### config.mk
export PLATFORM = sky130hd
export DESIGN_NAME = standby_seq
export DESIGN_NICKNAME = d
export VERILOG_FILES = /design/src/rtl/standby_pkg.sv /design/src/rtl/standby_dp.sv /design/src/rtl/standby_fsm.sv /design/src/rtl/standby_seq.sv
export SDC_FILE = /design/constraint.sdc
export NUM_CORES = 1
export LEC_CHECK = 0
export BUFFER_PORTS_ARGS = -buffer_cell sky130_fd_sc_hd__buf_2
export CAP_MARGIN = 10
export CORE_MARGIN = 3
export CORE_UTILIZATION = 45
export DETAILED_ROUTE_END_ITERATION = 8
export PLACE_DENSITY = 0.74
export SETUP_SLACK_MARGIN = 0.3
export SLEW_MARGIN = 0
export SYNTH_ARGS = -nofsm -noshare
export SYNTH_HDL_FRONTEND = slang
export SYNTH_HIERARCHICAL = 1
export SYNTH_SLANG_ARGS = --single-unit
### constraint.sdc
create_clock -name clk -period 2.6 [get_ports clk]
set_clock_uncertainty 0.1 [all_clocks]
set_input_delay 0.26 -clock clk [delete_from_list [all_inputs] [get_ports clk]]
set_output_delay 0.26 -clock clk [all_outputs]
set_load 0.02 [all_outputs]
### src/rtl/standby_pkg.sv
package standby_pkg;
  typedef enum logic [1:0] {
    MODE_RUN     = 2'b00,
    MODE_WAIT    = 2'b01,
    MODE_STOP    = 2'b10,
    MODE_RECOVER = 2'b11
  } mode_e;

  typedef struct packed {
    logic loadCnt;
    logic decCnt;
    logic clrMask;
  } dpCtrl_t;
endpackage

### src/rtl/standby_dp.sv
module standby_dp
  import standby_pkg::*;
#(
  parameter int STAB_CYCLES = 4096
) (
  input  logic    clk,
  input  logic    rst,
  input  dpCtrl_t ctrl,
  output logic    cntZero,
  output logic    iMask
);
  localparam int CW = (STAB_CYCLES > 2) ? $clog2(STAB_CYCLES) : 1;
  localparam logic [CW-1:0] LOAD_VAL = CW'(STAB_CYCLES - 1);

  logic [CW-1:0] cnt;

  always_ff @(posedge clk or posedge rst) begin
    if (rst) begin
      cnt <= '0;
    end else if (ctrl.loadCnt) begin
      cnt <= LOAD_VAL;
    end else if (ctrl.decCnt) begin
      cnt <= cnt - 1'b1;
    end
  end

  assign cntZero = (cnt == '0);

  always_ff @(posedge clk or posedge rst) begin
    if (rst) begin
      iMask <= 1'b1;
    end else if (ctrl.clrMask) begin
      iMask <= 1'b0;
    end
  end


  dec_nonzero_chk: assert property (@(posedge clk) disable iff (rst)
    ctrl.decCnt |-> !cntZero);


  mask_only_reset_sets_chk: assert property (@(posedge clk) disable iff (rst)
    !$rose(iMask));


  mask_cleared_chk: assert property (@(posedge clk) disable iff (rst)
    ctrl.clrMask |=> !iMask);
endmodule

### src/rtl/standby_fsm.sv
module standby_fsm
  import standby_pkg::*;
(
  input  logic    clk,
  input  logic    rst,
  input  logic    waitExec,
  input  logic    stopExec,
  input  logic    irqReq,
  input  logic    extIrqReq,
  input  logic    cntZero,
  output mode_e   state,
  output dpCtrl_t ctrl
);
  mode_e nxt;

  always_comb begin
    nxt  = state;
    ctrl = '0;
    unique case (state)
      MODE_RUN: begin
        if (stopExec) begin
          nxt          = MODE_STOP;
          ctrl.clrMask = 1'b1;
        end else if (waitExec) begin
          nxt          = MODE_WAIT;
          ctrl.clrMask = 1'b1;
        end
      end
      MODE_WAIT: begin
        if (irqReq || extIrqReq) nxt = MODE_RUN;
      end
      MODE_STOP: begin
        if (extIrqReq) begin
          nxt          = MODE_RECOVER;
          ctrl.loadCnt = 1'b1;
        end
      end
      MODE_RECOVER: begin
        if (cntZero) nxt = MODE_RUN;
        else         ctrl.decCnt = 1'b1;
      end
      default: nxt = MODE_RUN;
    endcase
  end

  always_ff @(posedge clk or posedge rst) begin
    if (rst) state <= MODE_RUN;
    else     state <= nxt;
  end


  stop_entry_chk: assert property (@(posedge clk) disable iff (rst)
    (state == MODE_RUN && stopExec) |=> state == MODE_STOP);


  wait_exit_chk: assert property (@(posedge clk) disable iff (rst)
    (state == MODE_WAIT && (irqReq || extIrqReq)) |=> state == MODE_RUN);


  stop_hold_chk: assert property (@(posedge clk) disable iff (rst)
    (state == MODE_STOP && !extIrqReq) |=> state == MODE_STOP);


  stop_exit_chk: assert property (@(posedge clk) disable iff (rst)
    (state == MODE_STOP && extIrqReq) |=> state == MODE_RECOVER);


  recover_hold_chk: assert property (@(posedge clk) disable iff (rst)
    (state == MODE_RECOVER && !cntZero) |=> state == MODE_RECOVER);
endmodule

### src/rtl/standby_seq.sv
module standby_seq
  import standby_pkg::*;
#(
  parameter int STAB_CYCLES = 4096
) (
  input  logic       clk,
  input  logic       rst,
  input  logic       waitExec,
  input  logic       stopExec,
  input  logic       irqReq,
  input  logic       extIrqReq,
  output logic       cpuClkEn,
  output logic       iMask,
  output logic [1:0] mode
);
  mode_e   state;
  dpCtrl_t ctrl;
  logic    cntZero;

  standby_fsm u_fsm (
    .clk       (clk),
    .rst       (rst),
    .waitExec  (waitExec),
    .stopExec  (stopExec),
    .irqReq    (irqReq),
    .extIrqReq (extIrqReq),
    .cntZero   (cntZero),
    .state     (state),
    .ctrl      (ctrl)
  );

  standby_dp #(.STAB_CYCLES(STAB_CYCLES)) u_dp (
    .clk     (clk),
    .rst     (rst),
    .ctrl    (ctrl),
    .cntZero (cntZero),
    .iMask   (iMask)
  );

  assign cpuClkEn = (state == MODE_RUN);
  assign mode     = state;


  no_direct_wake_chk: assert property (@(posedge clk) disable iff (rst)
    $rose(cpuClkEn) |-> $past(state) != MODE_STOP);


  wake_mask_clear_chk: assert property (@(posedge clk) disable iff (rst)
    $rose(cpuClkEn) |-> !iMask);
endmodule

==> results.cfg <==
[synth]
yosys.area.top_type = dfrtp_1
synth_edf_count = 0
async_flop_share_pct = 100
mappedNetlistNets = 91
yosys_warnings = 6
synthFlopType = dfrtp_1
yosysSeqAreaShare_pct = 45.7
synthTopCellsByArea = dfrtp_1, nand2b_1, xor2_1
ys_types = 31
ys_seq_elements = 15
synth_top_area_share_pct = 42.6
syn_inst = 83
synth.avg_cell_area_um2 = 9.92
synth_area_um2 = 823

[status]
outcome = completed

[setup_path]
critPathCaptureType = register
path_delay_family = simple AND/OR/NAND/NOR gates
cp.arrival_ns = 2.33
ff2ff_setup_slack_ns = 0.33
timing.rr.end = u_dp/cnt[10]$_DFFE_PP0P_
rr_startpoint = u_dp/cnt[4]$_DFFE_PP0P_
crit_path_max_incr_delay_ns = 0.46
crit_buf_inv = 1
cp_max_fo = 5
cp.required_ns = 2.66
crit_path_start_kind = register
path_class = register to register
path_cells = nor4_4 -> nand2_2 -> nor3_4 -> inv_2 -> and3_4 -> or2_4 -> nand3_4 -> nor3_2 -> or3b_1
r2r_cells = 9
slowest_stage = dfrtp_2

[cts]
htree_levels = 1
clk_latency_ns = 0.28
clkTransAtPathRegs_ns = 0.09
clock_path_buffers = 2
cts_num_sinks = 15
cts_buffers = 3
cts-root-buf = clkbuf_4
cts_tree = done

[floorplanning]
start_util_pct = 51.1
die_h_um = 48.8
core_area_um2 = 1610
rows = 14
die_width_um = 48.8
ioPinCount = 10
dieArea_um2 = 2380

[sta]
setup_viol = 0
whs_ns = 0.144
final_hold_viol_count = 0
final_max_slew_viol_count = 0
fmax_mhz = 441
fin_setup_tns_ns = 0
fin_crit_sh_pct = 87.2
max_slew_margin_pct = 65.9
worst_pin_slew_ns = 0.511
period_minus_slack_ns = 2.27
fin_ws_ns = 0.332
rsz0062_at_grt = yes

[finish]
nNetsFinal = 112
finalInstanceArea_um2 = 1030
fin_util_pct = 64.2
diodes = 0
syn_to_final_growth_pct = 25.7
drive_above_1_share_pct = 32.0
final_common_cell = dfrtp_1
layout_common_cells = dfrtp_1, buf_2, nor2_1, nand2b_1, buf_4
fillers = 142
final_cells = 127

[pwr]
p_sw_share_pct = 36.8
power.internal_uw = 473
cellPowerDensity_nw_per_um2 = 723
p_leak_nw = 0.415
clock_power_share_pct = 18.0
max-vdd-ir-drop_mv = 0.534
p_sw_uw = 275
pwr-share-comb_pct = 34.4
p_total_uw = 748
power_frac_seq_pct = 47.6

[hold_path]
min_path_type = input port to register
hold_depth = 2
holdCritStartpoint = stopExec
min_to = u_fsm/state[1]$_DFFE_PP0P_

[grt]
grt.overflow.total = 0
antenna_found_initial = 0
grt_start_max_net_pins = 15
track_usage_pct = 15.2
grt_pass1_vias = 632
grt_pass1_wl_um = 2900

[placement]
detailed_place.area_um2 = 921
dp_cells = 116
io_buffers = 9
preCtsSetupSlack_ns = 0.171
gp_congestion = 0.738
post-dp-hpwl_um = 1090

[drt]
drt-initial-drc-count = 18
antenna_left = 0
vias_per_cell = 5.14
drc = 0
drt-total-wl_um = 1650
routedWlPerCell_um = 13.0
dr.pass1.iters = 4
via_count = 653

[run]
maxCapViolCount = 0
cell type report:
| cell class | instances | area, um^2 | area share [%] |
|---|---|---|---|
| Clock buffer | 4 | 26.3 | 2.54 |
| Multi-Input combinational cell | 61 | 469 | 45.3 |
| Tap cell | 24 | 30.0 | 2.90 |
| Timing Repair Buffer | 17 | 108 | 10.4 |
| Inverter | 6 | 22.5 | 2.18 |
| Sequential cell | 15 | 379 | 36.6 |
cells in the mapped netlist (2+ instances only):
cell type	number
nor2_1	8
nor3_1	5
xnor2_1	2
nand3_1	2
ha_1	2
or3b_1	2
nand2_1	2
nand4_1	3
nor2b_1	3
inv_1	6
dfrtp_1	14
o21ai_0	3
and3_1	3
xor2_1	4
nand2b_1	8
flip-flops by register name, summed over array words and instances, names as in the netlist:
register / count
u_dp/cnt: 12
u_dp/iMask: 1
u_fsm/state: 2
power by group through the flow:
stage	clock network (mW)	registers, mW	logic [mW]
final	0.134	0.356	0.257
after global routing	0.151	0.365	0.288
after CTS	0.135	0.356	0.248
after detailed placement	0	0.361	0.213
after global placement	0	0.358	0.207
after floorplan	0	0.353	0.165
routing by layer:
layer  GRT usage, %  wire length (um)  vias up
li1               -                 -      323
met1           21.4               787      322
met2           24.0               815        6
met3           1.83                34        2
met4           5.69                10        0
met5              0                 0        -
worst max-delay path by stage:
stage | end | slack [ns] | depth (start not counted) | start
2_1_floorplan | u_dp/cnt[9]$_DFFE_PP0P_ | 0.34 | 9 | u_dp/cnt[4]$_DFFE_PP0P_
3_3_place_gp | u_dp/cnt[9]$_DFFE_PP0P_ | 0.20 | 9 | u_dp/cnt[4]$_DFFE_PP0P_
3_5_place_dp | u_dp/cnt[9]$_DFFE_PP0P_ | 0.17 | 9 | u_dp/cnt[4]$_DFFE_PP0P_
4_1_cts | u_dp/cnt[10]$_DFFE_PP0P_ | 0.31 | 9 | u_dp/cnt[5]$_DFFE_PP0P_
5_1_grt | u_dp/cnt[10]$_DFFE_PP0P_ | 0.24 | 9 | u_dp/cnt[4]$_DFFE_PP0P_
6_report | u_dp/cnt[10]$_DFFE_PP0P_ | 0.33 | 9 | u_dp/cnt[4]$_DFFE_PP0P_
cell families after synthesis:
logic type	share of synthesized area, %
AO/OA/AOI/OAI	5.47
XOR/XNOR	6.38
adder cells (fa/ha/maj)	3.04
buffers and inverters	3.19
flip-flops	45.7
multiplexers	3.95
AND/OR/NAND/NOR	32.2
what timing repair did:
item,CTS,global route
gates resized for setup,3,5
hold buffers,1,0
cloned,0,0
pin swaps,4,11
buffers inserted,5,1
hold endpoints to repair,14,0
endpoints found under the setup margin,3,6
No activity file was read; power rests on OpenSTA's default activity.
